`src/rtl/sb_pkg.sv`:
```
package sb_pkg;
    typedef enum logic [1:0] {
        PH_FILL     = 2'd0,
        PH_DRAIN    = 2'd1,
        PH_SYNC_ACK = 2'd2
    } sb_phase_e;
endpackage

```
`src/rtl/sb_line_store.sv`:
```
module sb_line_store #(
    parameter int NUM_ENT    = 8,
    parameter int LINE_AW    = 27,
    parameter int LINE_BYTES = 32,
    parameter int WORD_BYTES = 4,
    localparam int IDX_W  = $clog2(NUM_ENT),
    localparam int WOFF_W = $clog2(LINE_BYTES / WORD_BYTES)
) (
    input  logic                      clk,
    input  logic                      rst_n,
    input  logic                      wr_en,
    input  logic                      wr_new,
    input  logic [IDX_W-1:0]          wr_idx,
    input  logic [LINE_AW-1:0]        st_line,
    input  logic [WOFF_W-1:0]         st_word,
    input  logic [8*WORD_BYTES-1:0]   st_data,
    input  logic [WORD_BYTES-1:0]     st_be,
    output logic                      st_hit,
    output logic [IDX_W-1:0]          st_hit_idx,
    input  logic                      clr_en,
    input  logic [IDX_W-1:0]          clr_idx,
    input  logic [LINE_AW-1:0]        ld_line,
    input  logic [WOFF_W-1:0]         ld_word,
    input  logic [8*WORD_BYTES-1:0]   ld_mem_data,
    output logic                      ld_hit,
    output logic [8*WORD_BYTES-1:0]   ld_data,
    input  logic [IDX_W-1:0]          rd_idx,
    output logic [LINE_AW-1:0]        rd_line,
    output logic [8*LINE_BYTES-1:0]   rd_data,
    output logic [LINE_BYTES-1:0]     rd_be,
    output logic                      any_valid
);
    logic [NUM_ENT-1:0]    vld_q;
    logic [LINE_AW-1:0]    line_q [NUM_ENT];
    logic [LINE_BYTES-1:0] be_q   [NUM_ENT];
    logic [7:0]            byte_q [NUM_ENT][LINE_BYTES];

    logic [LINE_BYTES-1:0] wr_mask;
    logic                  ld_match;
    logic [IDX_W-1:0]      ld_idx;

    assign wr_mask   = LINE_BYTES'(st_be) << (int'(st_word) * WORD_BYTES);
    assign any_valid = |vld_q;

    always_comb begin
        st_hit     = 1'b0;
        st_hit_idx = '0;
        ld_match   = 1'b0;
        ld_idx     = '0;
        for (int e = 0; e < NUM_ENT; e++) begin
            if (vld_q[e] && line_q[e] == st_line) begin
                st_hit     = 1'b1;
                st_hit_idx = IDX_W'(e);
            end
            if (vld_q[e] && line_q[e] == ld_line) begin
                ld_match = 1'b1;
                ld_idx   = IDX_W'(e);
            end
        end
    end

    always_comb begin
        ld_hit = ld_match;
        for (int k = 0; k < WORD_BYTES; k++) begin
            if (ld_match && be_q[ld_idx][int'(ld_word) * WORD_BYTES + k]) begin
                ld_data[8*k +: 8] = byte_q[ld_idx][int'(ld_word) * WORD_BYTES + k];
            end else begin
                ld_data[8*k +: 8] = ld_mem_data[8*k +: 8];
                ld_hit            = 1'b0;
            end
        end
    end

    always_ff @(posedge clk or negedge rst_n) begin
        if (!rst_n) begin
            vld_q <= '0;
        end else begin
            if (clr_en)          vld_q[clr_idx] <= 1'b0;
            if (wr_en && wr_new) vld_q[wr_idx]  <= 1'b1;
        end
    end

    always_ff @(posedge clk) begin
        if (wr_en) begin
            if (wr_new) begin
                line_q[wr_idx] <= st_line;
                be_q[wr_idx]   <= wr_mask;
            end else begin
                be_q[wr_idx]   <= be_q[wr_idx] | wr_mask;
            end
            for (int b = 0; b < LINE_BYTES; b++) begin
                if (wr_mask[b]) byte_q[wr_idx][b] <= st_data[8*(b % WORD_BYTES) +: 8];
            end
        end
    end

    always_comb begin
        rd_line = line_q[rd_idx];
        rd_be   = be_q[rd_idx];
        for (int b = 0; b < LINE_BYTES; b++) rd_data[8*b +: 8] = byte_q[rd_idx][b];
    end
endmodule

```
`src/rtl/sb_drain_ctl.sv`:
```
module sb_drain_ctl
    import sb_pkg::*;
#(
    parameter int NUM_ENT = 8,
    parameter int MAX_OUT = 4,
    localparam int IDX_W = $clog2(NUM_ENT),
    localparam int CNT_W = $clog2(NUM_ENT + 1),
    localparam int OUT_W = $clog2(MAX_OUT + 1)
) (
    input  logic             clk,
    input  logic             rst_n,
    input  logic             pso_mode,
    input  logic             st_valid,
    input  logic             st_hit,
    input  logic             sync_req,
    input  logic             mreq_ready,
    input  logic             mack_valid,
    output logic             st_ready,
    output logic             wr_en,
    output logic             wr_new,
    output logic [IDX_W-1:0] alloc_idx,
    output logic [IDX_W-1:0] issue_idx,
    output logic             mreq_valid,
    output logic             sync_ack,
    output logic             out_zero
);
    sb_phase_e        phase_q, phase_d;
    logic [CNT_W-1:0] alloc_q, iss_q;
    logic [OUT_W-1:0] out_q, out_lim;
    logic             full, drain_done, issue_fire;

    assign full       = alloc_q == CNT_W'(NUM_ENT);
    assign out_lim    = pso_mode ? OUT_W'(MAX_OUT) : OUT_W'(1);
    assign drain_done = phase_q == PH_DRAIN && iss_q == alloc_q && out_q == '0;
    assign issue_fire = mreq_valid && mreq_ready;

    // next-state: GO_SYNC, GO_FULL, DONE_ACK, DONE_RESUME, RELEASE
    always_comb begin
        phase_d = phase_q;
        unique case (phase_q)
            PH_FILL: begin
                if (sync_req || (st_valid && !st_hit && full)) phase_d = PH_DRAIN;
            end
            PH_DRAIN: begin
                if (drain_done) phase_d = sync_req ? PH_SYNC_ACK : PH_FILL;
            end
            PH_SYNC_ACK: phase_d = PH_FILL;
            default:     phase_d = PH_FILL;
        endcase
    end

    always_ff @(posedge clk or negedge rst_n) begin
        if (!rst_n) begin
            phase_q <= PH_FILL;
            alloc_q <= '0;
            iss_q   <= '0;
            out_q   <= '0;
        end else begin
            phase_q <= phase_d;
            if (drain_done) begin
                alloc_q <= '0;
                iss_q   <= '0;
            end else begin
                if (wr_en && wr_new) alloc_q <= alloc_q + 1'b1;
                if (issue_fire)      iss_q   <= iss_q + 1'b1;
            end
            out_q <= out_q + OUT_W'(issue_fire) - OUT_W'(mack_valid);
        end
    end

    always_comb begin
        st_ready   = 1'b0;
        mreq_valid = 1'b0;
        sync_ack   = 1'b0;
        unique case (phase_q)
            PH_FILL:     st_ready   = !sync_req && !(!st_hit && full);
            PH_DRAIN:    mreq_valid = (iss_q < alloc_q) && (out_q < out_lim);
            PH_SYNC_ACK: sync_ack   = 1'b1;
            default:     st_ready   = 1'b0;
        endcase
        wr_en     = st_valid && st_ready;
        wr_new    = !st_hit;
        alloc_idx = alloc_q[IDX_W-1:0];
        issue_idx = iss_q[IDX_W-1:0];
        out_zero  = out_q == '0;
    end
endmodule

```
`src/rtl/sb_store_buffer.sv`:
```
module sb_store_buffer #(
    parameter int NUM_ENT    = 8,
    parameter int ADDR_W     = 32,
    parameter int LINE_BYTES = 32,
    parameter int WORD_BYTES = 4,
    parameter int MAX_OUT    = 4,
    localparam int IDX_W   = $clog2(NUM_ENT),
    localparam int OFF_W   = $clog2(LINE_BYTES),
    localparam int WB_W    = $clog2(WORD_BYTES),
    localparam int LINE_AW = ADDR_W - OFF_W
) (
    input  logic                    clk,
    input  logic                    rst_n,
    input  logic                    pso_mode,
    input  logic                    st_valid,
    output logic                    st_ready,
    input  logic [ADDR_W-1:0]       st_addr,
    input  logic [8*WORD_BYTES-1:0] st_data,
    input  logic [WORD_BYTES-1:0]   st_be,
    input  logic [ADDR_W-1:0]       ld_addr,
    input  logic [8*WORD_BYTES-1:0] ld_mem_data,
    output logic                    ld_hit,
    output logic [8*WORD_BYTES-1:0] ld_data,
    input  logic                    sync_req,
    output logic                    sync_ack,
    output logic                    mreq_valid,
    input  logic                    mreq_ready,
    output logic [LINE_AW-1:0]      mreq_line,
    output logic [8*LINE_BYTES-1:0] mreq_data,
    output logic [LINE_BYTES-1:0]   mreq_be,
    output logic [IDX_W-1:0]        mreq_tag,
    input  logic                    mack_valid,
    input  logic [IDX_W-1:0]        mack_tag,
    output logic                    idle
);
    logic             st_hit, wr_en, wr_new, any_valid, out_zero;
    logic [IDX_W-1:0] st_hit_idx, alloc_idx, issue_idx;
    logic             unused_lo;

    assign unused_lo = ^{st_addr[WB_W-1:0], ld_addr[WB_W-1:0]};
    assign mreq_tag  = issue_idx;
    assign idle      = !any_valid && out_zero;

    sb_drain_ctl #(.NUM_ENT(NUM_ENT), .MAX_OUT(MAX_OUT)) u_ctl (
        .clk        (clk),
        .rst_n      (rst_n),
        .pso_mode   (pso_mode),
        .st_valid   (st_valid),
        .st_hit     (st_hit),
        .sync_req   (sync_req),
        .mreq_ready (mreq_ready),
        .mack_valid (mack_valid),
        .st_ready   (st_ready),
        .wr_en      (wr_en),
        .wr_new     (wr_new),
        .alloc_idx  (alloc_idx),
        .issue_idx  (issue_idx),
        .mreq_valid (mreq_valid),
        .sync_ack   (sync_ack),
        .out_zero   (out_zero)
    );

    sb_line_store #(
        .NUM_ENT(NUM_ENT), .LINE_AW(LINE_AW),
        .LINE_BYTES(LINE_BYTES), .WORD_BYTES(WORD_BYTES)
    ) u_lines (
        .clk         (clk),
        .rst_n       (rst_n),
        .wr_en       (wr_en),
        .wr_new      (wr_new),
        .wr_idx      (wr_new ? alloc_idx : st_hit_idx),
        .st_line     (st_addr[ADDR_W-1:OFF_W]),
        .st_word     (st_addr[OFF_W-1:WB_W]),
        .st_data     (st_data),
        .st_be       (st_be),
        .st_hit      (st_hit),
        .st_hit_idx  (st_hit_idx),
        .clr_en      (mack_valid),
        .clr_idx     (mack_tag),
        .ld_line     (ld_addr[ADDR_W-1:OFF_W]),
        .ld_word     (ld_addr[OFF_W-1:WB_W]),
        .ld_mem_data (ld_mem_data),
        .ld_hit      (ld_hit),
        .ld_data     (ld_data),
        .rd_idx      (issue_idx),
        .rd_line     (mreq_line),
        .rd_data     (mreq_data),
        .rd_be       (mreq_be),
        .any_valid   (any_valid)
    );
endmodule

```
`config.mk`:
```
export PLATFORM = sky130hd
export DESIGN_NAME = sb_store_buffer
export DESIGN_NICKNAME = d
export VERILOG_FILES = /design/src/rtl/sb_pkg.sv /design/src/rtl/sb_line_store.sv /design/src/rtl/sb_drain_ctl.sv /design/src/rtl/sb_store_buffer.sv
export SDC_FILE = /design/constraint.sdc
export NUM_CORES = 2
export LEC_CHECK = 0
export ABC_AREA = 0
export BUFFER_PORTS_ARGS = -buffer_cell sky130_fd_sc_hd__buf_2
export CORE_ASPECT_RATIO = 0.9
export CORE_UTILIZATION = 52
export CTS_CLUSTER_DIAMETER = 60
export DETAILED_ROUTE_END_ITERATION = 12
export PLACE_DENSITY = 0.73
export RECOVER_POWER = 50
export SYNTH_ARGS = -nofsm -noshare
export SYNTH_HDL_FRONTEND = slang
export SYNTH_SLANG_ARGS = --single-unit
export TNS_END_PERCENT = 30
```
`constraint.sdc`:
```
create_clock -name clk -period 7.22 [get_ports clk]
set_input_delay 0.722 -clock clk [delete_from_list [all_inputs] [get_ports clk]]
set_output_delay 0.722 -clock clk [all_outputs]
set_load 0.02 [all_outputs]
```
# --- After elaboration in Yosys (flattened, before gate mapping) ---
# Memory sizes are Yosys's and may differ from the RTL's.
# Index checks and enable logic that the tools add are counted.
word_totals:
  inputBits: 142
  wordCells: 288
  n_memories: 3
  ramBits: 2520
  ff_bits: 21
  output_inout_bits: 355
classes:
  shift: 1
  reduce_logical: 44
  mux: 183
  eq_ne: 22
  add_sub_neg: 7
  magnitude_cmp: 14
  bitwise: 9
mem_list:
  columns: ["memory", "depth", "width", "rd", "rd_clocked_by_memory_dff", "wr", "line_no", "rtl"]
  rows:
  - ["u_lines.byte_q", 8, 256, 2, 0, 1, "sb_line_store.sv:36", "logic [7:0] byte_q [NUM_ENT][LINE_BYTES];"]
  - ["u_lines.be_q", 8, 32, 3, 0, 1, "sb_line_store.sv:35", "logic [LINE_BYTES-1:0] be_q [NUM_ENT];"]
  - ["u_lines.line_q", 8, 27, 9, 0, 1, "sb_line_store.sv:34", "logic [LINE_AW-1:0] line_q [NUM_ENT];"]
op_table:
  columns: ["operator", "count"]
  rows:
  - ["$eq A27 B27 Y1", 16]
  - ["$bmux W8 S5", 4]
  - ["$mux W1", 136]
  - ["$ge A32 B6 Y1 const B", 4]
  - ["$mux W8", 14]
  - ["$lt A32 B7 Y1 const B", 3]
  - ["$not A32 Y32", 3]
  - ["$logic_and A1 B1 Y1", 33]
  - ["$mux W32", 1]
  - ["$not A5 Y32", 1]
  - ["$or A32 B32 Y32", 1]
  - ["$shl A4 B5 Y32", 1]
  - ["$mux W3", 10]
  - ["$mux W4", 4]
  - ["$bmux W1 S5", 3]
  - ["$mux W2", 7]
  - ["$add A5 B2 Y6 const B", 2]
  - ["$add A4 B1 Y4 const B", 2]
  - ["$and A8 B8 Y8", 1]
  - ["$lt A3 B4 Y1 const B", 2]
  - ["$not A8 Y8", 1]
  - ["$or A8 B8 Y8", 1]
  - ["$reduce_or A8 Y1", 1]
  - ["$add A5 B1 Y6 const B", 1]
  - ["21 further kinds", 28]

# --- Depth between registers and ports, before layout ---
# An unclocked memory read counts as a cell.
depth:
  depth_word: 20
  ltp_mapped: 18
  depth_no_buf: 12

# --- By module ---
# A second synthesis with hierarchy kept.
unflattened:
  cells_unflattened: 8628
  area_unflattened_um2: 124351.8
modules_own_cells:
  columns: ["module", "instances", "seq_area_each_um2", "area_per_inst_um2", "cells_per_inst"]
  rows:
  - ["sb_line_store", 1, 75872.8, 123369.6, 8525]
  - ["sb_drain_ctl", 1, 325.3, 942.2, 99]
  - ["sb_store_buffer", 1, 0.0, 40.0, 4]

# --- Worst setup path after synthesis ---
# OpenSTA, ideal clock, no wires.
synth_timing:
  kind: "input-to-reg"
  from: "input port st_addr[6]"
  to: "memory u_lines.line_q[6][0], enable pin"
  setup_ns: 0.411
  t_arrival_ns: 5.428
  path_slack_ns: 1.381
  t_required_ns: 6.809
  n_path_buf: 3
  stages: 14
  path_cell_list: "clkbuf_1 > xnor2_1 > nand4_1 > or4_1 > a2bb2oi_1 > nand3_1 > nor2_1 > a211oi_1 > inv_1 > nor3_1 > buf_2 > nand2_1 > clkbuf_1 > nor2_1"
synth_via:
  elab_chain_cells: 18
  elab_cells_between_ends: 41
  classes_between: "eq/ne: 8; mux: 20; reduce/logical: 13"
synth_rtl:
  columns: ["item", "line_no", "rtl"]
  rows:
  - ["start: declaration", "sb_store_buffer.sv:17", "input logic [ADDR_W-1:0] st_addr,"]
  - ["$eq A27 B27 Y1", "sb_line_store.sv:51", "if (vld_q[e] && line_q[e] == st_line) begin"]
  - ["$logic_and A1 B1 Y1", "sb_line_store.sv:51", null]
  - ["$mux W1 (8 in series)", "sb_line_store.sv:51", null]
  - ["$logic_not A1 Y1", "sb_drain_ctl.sv:76", "PH_FILL: st_ready = !sync_req && !(!st_hit && full);"]
  - ["$logic_and A1 B1 Y1", "sb_drain_ctl.sv:76", null]
  - ["$logic_not A1 Y1", "sb_drain_ctl.sv:76", null]
  - ["$logic_and A1 B1 Y1", "sb_drain_ctl.sv:76", null]
  - ["$mux W1", "sb_drain_ctl.sv:75", "unique case (phase_q)"]
  - ["$logic_and A1 B1 Y1", "sb_drain_ctl.sv:81", "wr_en = st_valid && st_ready;"]
  - ["$mux W1", "sb_line_store.sv:84", "if (wr_en) begin"]
  - ["$mux W1 (not written as such)", "sb_line_store.sv:86", "line_q[wr_idx] <= st_line;"]
  - ["end: declaration", "sb_line_store.sv:34", null]
# Parallel ways exist; a longest one is shown, timed or not.

==> flow_summary.yaml <==
timing:
  min_period_ns: 7.336
  tightest_slew_ns: 3.912
  max_freq_ghz: 0.1363
  setup_viol: 74
  finalWorstSetupSlack_ns: -0.1157
  timing.final.crit_share: 1.016
  rsz0062_at_grt: "yes"
  slew_headroom: -1.608
  finalHoldViolCount: 0
  fin_skew_ns: 0.07939
  setup_tns_ns: -2.713
  slew_violations: 2811
synth:
  syn_nets: 8885
  synth_cell_types: 95
  avgSynthCellArea_um2: 14.45
  ys_seq_area_frac: 0.6039
  yosysWarnings: 0
  synthFlopType: "edfxtp_1"
  synthArstFlopShare: 0.008264
  synth_edf_count: 2520
  synth_cells: 8732
  synth_area_um2: 126200
  synth-seq-cells: 2541
cts:
  clock_sinks: 2541
  cts-root-buf: "clkbuf_16"
  clock_latency_ns: 0.90
  htree_num_levels: 5
  clk_pin_slew_ns: 0.06
  cts_tree: "yes"
  numCtsBuffers: 275
  cts_buffer_depth: 4
finish:
  fin_util: 0.5948
  nets: 9460
  stdcell_area_um2: 143400
  final_cell_mix: "edfxtp_1, nand2_1, mux4_2"
  ff_latch_area_um2: 76200
  syn_to_final_growth_pct: 13.66
  drive_above_1_share: 0.2238
  multiInputGateArea_um2: 47280
  fill_cells: 18060
  final_common_cell: "edfxtp_1"
critical_path:
  crit_family: "compound AO/OA/AOI/OAI gates"
  r2r_slack_ns: 0.25
  critPathKind: "flop to output port"
  reg2reg_to: "u_lines.byte_q[0][251]"
  path_cells: "xnor2_1 -> nand4_1 -> or4b_2 -> or3_1 -> o211ai_1 -> bufbuf_16 -> buf_12 -> and3_1 -> a211oi_1 -> o21a_1 -> a311oi_1 -> o2111ai_1 -> o211ai_1 -> mux2_2 -> buf_2"
  worst_setup_path_end_kind: "output port"
  cp_max_fo: 60
  start_kind: "flop"
  crit_cells: 15
  rr_worst_depth: 11
  cp.arrival_ns: 6.61
  endpoint: "ld_data[21]"
  worstPathRequired_ns: 6.50
  cp_slowest_cell: "or4b_2"
  crit_top_cell: "o211ai_1"
  crit_start: "u_lines.line_q[5][10]"
  cp.buffers_inverters: 3
  slowest_delay_ns: 0.67
  timing.rr.start: "u_lines.line_q[3][26]"
job:
  max-cap-violations: 45
drt:
  drt_wl_total_mm: 495.5
  via_per_inst: 7.405
  drtIter0Drc: 17090
  drc: 0
  routedWlPerCell_um: 38.89
  drtAntennaViolNets: 0
  drt_first_pass_iters: 8
  vias: 94340
global_route:
  grt_pass1_vias: 89760
  grt-ovfl-total: 0
  grt_usage: 0.3964
  antenna_found_initial: 53
  grt_max_degree: 121
  grt_pass1_wl_mm: 684.0
die:
  core-area_um2: 241100
  rows: 171
  num_io_pins: 497
  design.die.area_um2: 244600
  die_h_um: 469.3
  die-width_um: 521.3
  start_util: 0.5233
placed_design:
  port_buffers: 492
  placed_cell_area_um2: 134900
  gp_congestion: 0.9816
  dp_hpwl_mm: 325.4
run_status:
  outcome: "finished, violations left"
  violations: "max-capacitance violations, max-slew violations, negative setup slack"
power_and_ir_drop:
  power_density_nw_per_um2: 316.1
  p_leak_nw: 46.85
  vdd_drop_max_mv: 0.3238
worst_hold_path:
  hp-class: "primary input to flop"
-- metrics by stage --
step	setup WS, ns	hold WS [ns]	power (mW)	std cells
floorplan	1.381	0.4264	25.82	8732
global placement	0.1665	0.4836	31.21	12230
detailed placement	0.2353	0.5016	31.28	12230
CTS	0.03589	0.1779	45.17	12710
global route	-0.06592	0.2185	46.11	12720
finish	-0.1157	0.2069	45.33	12740
-- flip-flops by register name, indices dropped and copies added (netlist names) --
register / cells
u_lines.byte_q: 2048
u_lines.vld_q: 8
u_ctl.iss_q: 4
u_lines.be_q: 256
u_ctl.out_q: 3
u_lines.line_q: 216
u_ctl.phase_q: 2
u_ctl.alloc_q: 4
-- report_power, final --
group	switching [mW]	internal (mW)
logic	8.95	5.65
registers	0.271	16.3
clock network	6.02	8.17
total	15.2	30.1
-- worst min-delay path by stage --
stage	start	to	slack (ns)	depth (start not counted)
2_1_floorplan	rst_n	u_ctl.alloc_q[0]	0.43	0
3_3_place_gp	u_ctl.phase_q[1]	u_ctl.phase_q[0]	0.48	1
3_5_place_dp	u_ctl.phase_q[1]	u_ctl.phase_q[0]	0.50	1
4_1_cts	sync_req	u_ctl.phase_q[1]	0.18	2
5_1_grt	sync_req	u_ctl.phase_q[1]	0.22	2
6_report	mack_tag[0]	u_lines.vld_q[2]	0.21	3
-- metal layers --
metal / vias to the layer above / track usage / share of wire
met5: - / 0 / 0.00071
met4: 42 / 0.2622 / 0.081
met3: 1950 / 0.1483 / 0.17
met2: 9139 / 0.5556 / 0.42
met1: 47070 / 0.5148 / 0.33
li1: 36140 / - / -
-- cells in the mapped netlist (all sizes together), types with 63 or more instances --
cell type     n  area, um2
a211oi      358       2693
a21oi       357       1787
a221oi      113      989.7
a22oi        96      720.7
and3        300       1877
buf         275       1264
clkbuf      438       1644
edfxtp     2520      75670
mux2        382       4302
mux2i       437       4374
mux4        639      14390
nand2       797       2992
nand3       234       1171
nand4       126      788.3
nor2        362       1364
nor3         63      315.3
nor4         77      481.7
o21ai       207       1036
xnor2       284       2487
xor2        156       1366
-- cells by family (layout without fill, tap and decap cells) --
logic type | Yosys count | count (layout) | share of synthesized area
compound gates | 1468 | 1468 | 0.07984
xor+xnor | 440 | 440 | 0.03054
fa+ha+maj | 11 | 11 | 0.001150
buf+inv | 747 | 1527 | 0.02405
flops | 2541 | 2541 | 0.6039
mux | 1458 | 1458 | 0.1828
other cells | 0 | 28 | 0
simple gates | 2067 | 2067 | 0.07776
-- area by class of cell --
cell class / instances / share of cell area
multi-input cells: 5444 / 0.3297
well taps: 3200 / 0.02792
repair buffers: 1011 / 0.04844
clock inverters: 148 / 0.01086
clock buffers: 334 / 0.05041
inverters: 34 / 0.0009247
diodes: 28 / 0.0004885
flip-flops and latches: 2541 / 0.5313
-- timing repair --
item,4_1_cts,5_1_grt
setup endpoints to repair,1,5
endpoints found under the hold margin,21,0
hold buffers,1,0
gates resized for setup,1,9
pin swaps,1,1
buffers inserted,2,0
-- worst register-to-register path: stages (launching register included) --
cell	delay [ns]
edfxtp_1	0.46
xnor2_1	0.54
nand4_1	0.35
nor4_1	0.41
nand4_1	0.25
nand3_1	0.25
or2_2	0.40
nor3_1	0.17
nor2_1	0.15
buf_4	0.26
nand2_1	1.80
nor2_1	1.58
(Power assumes the default switching activity.)
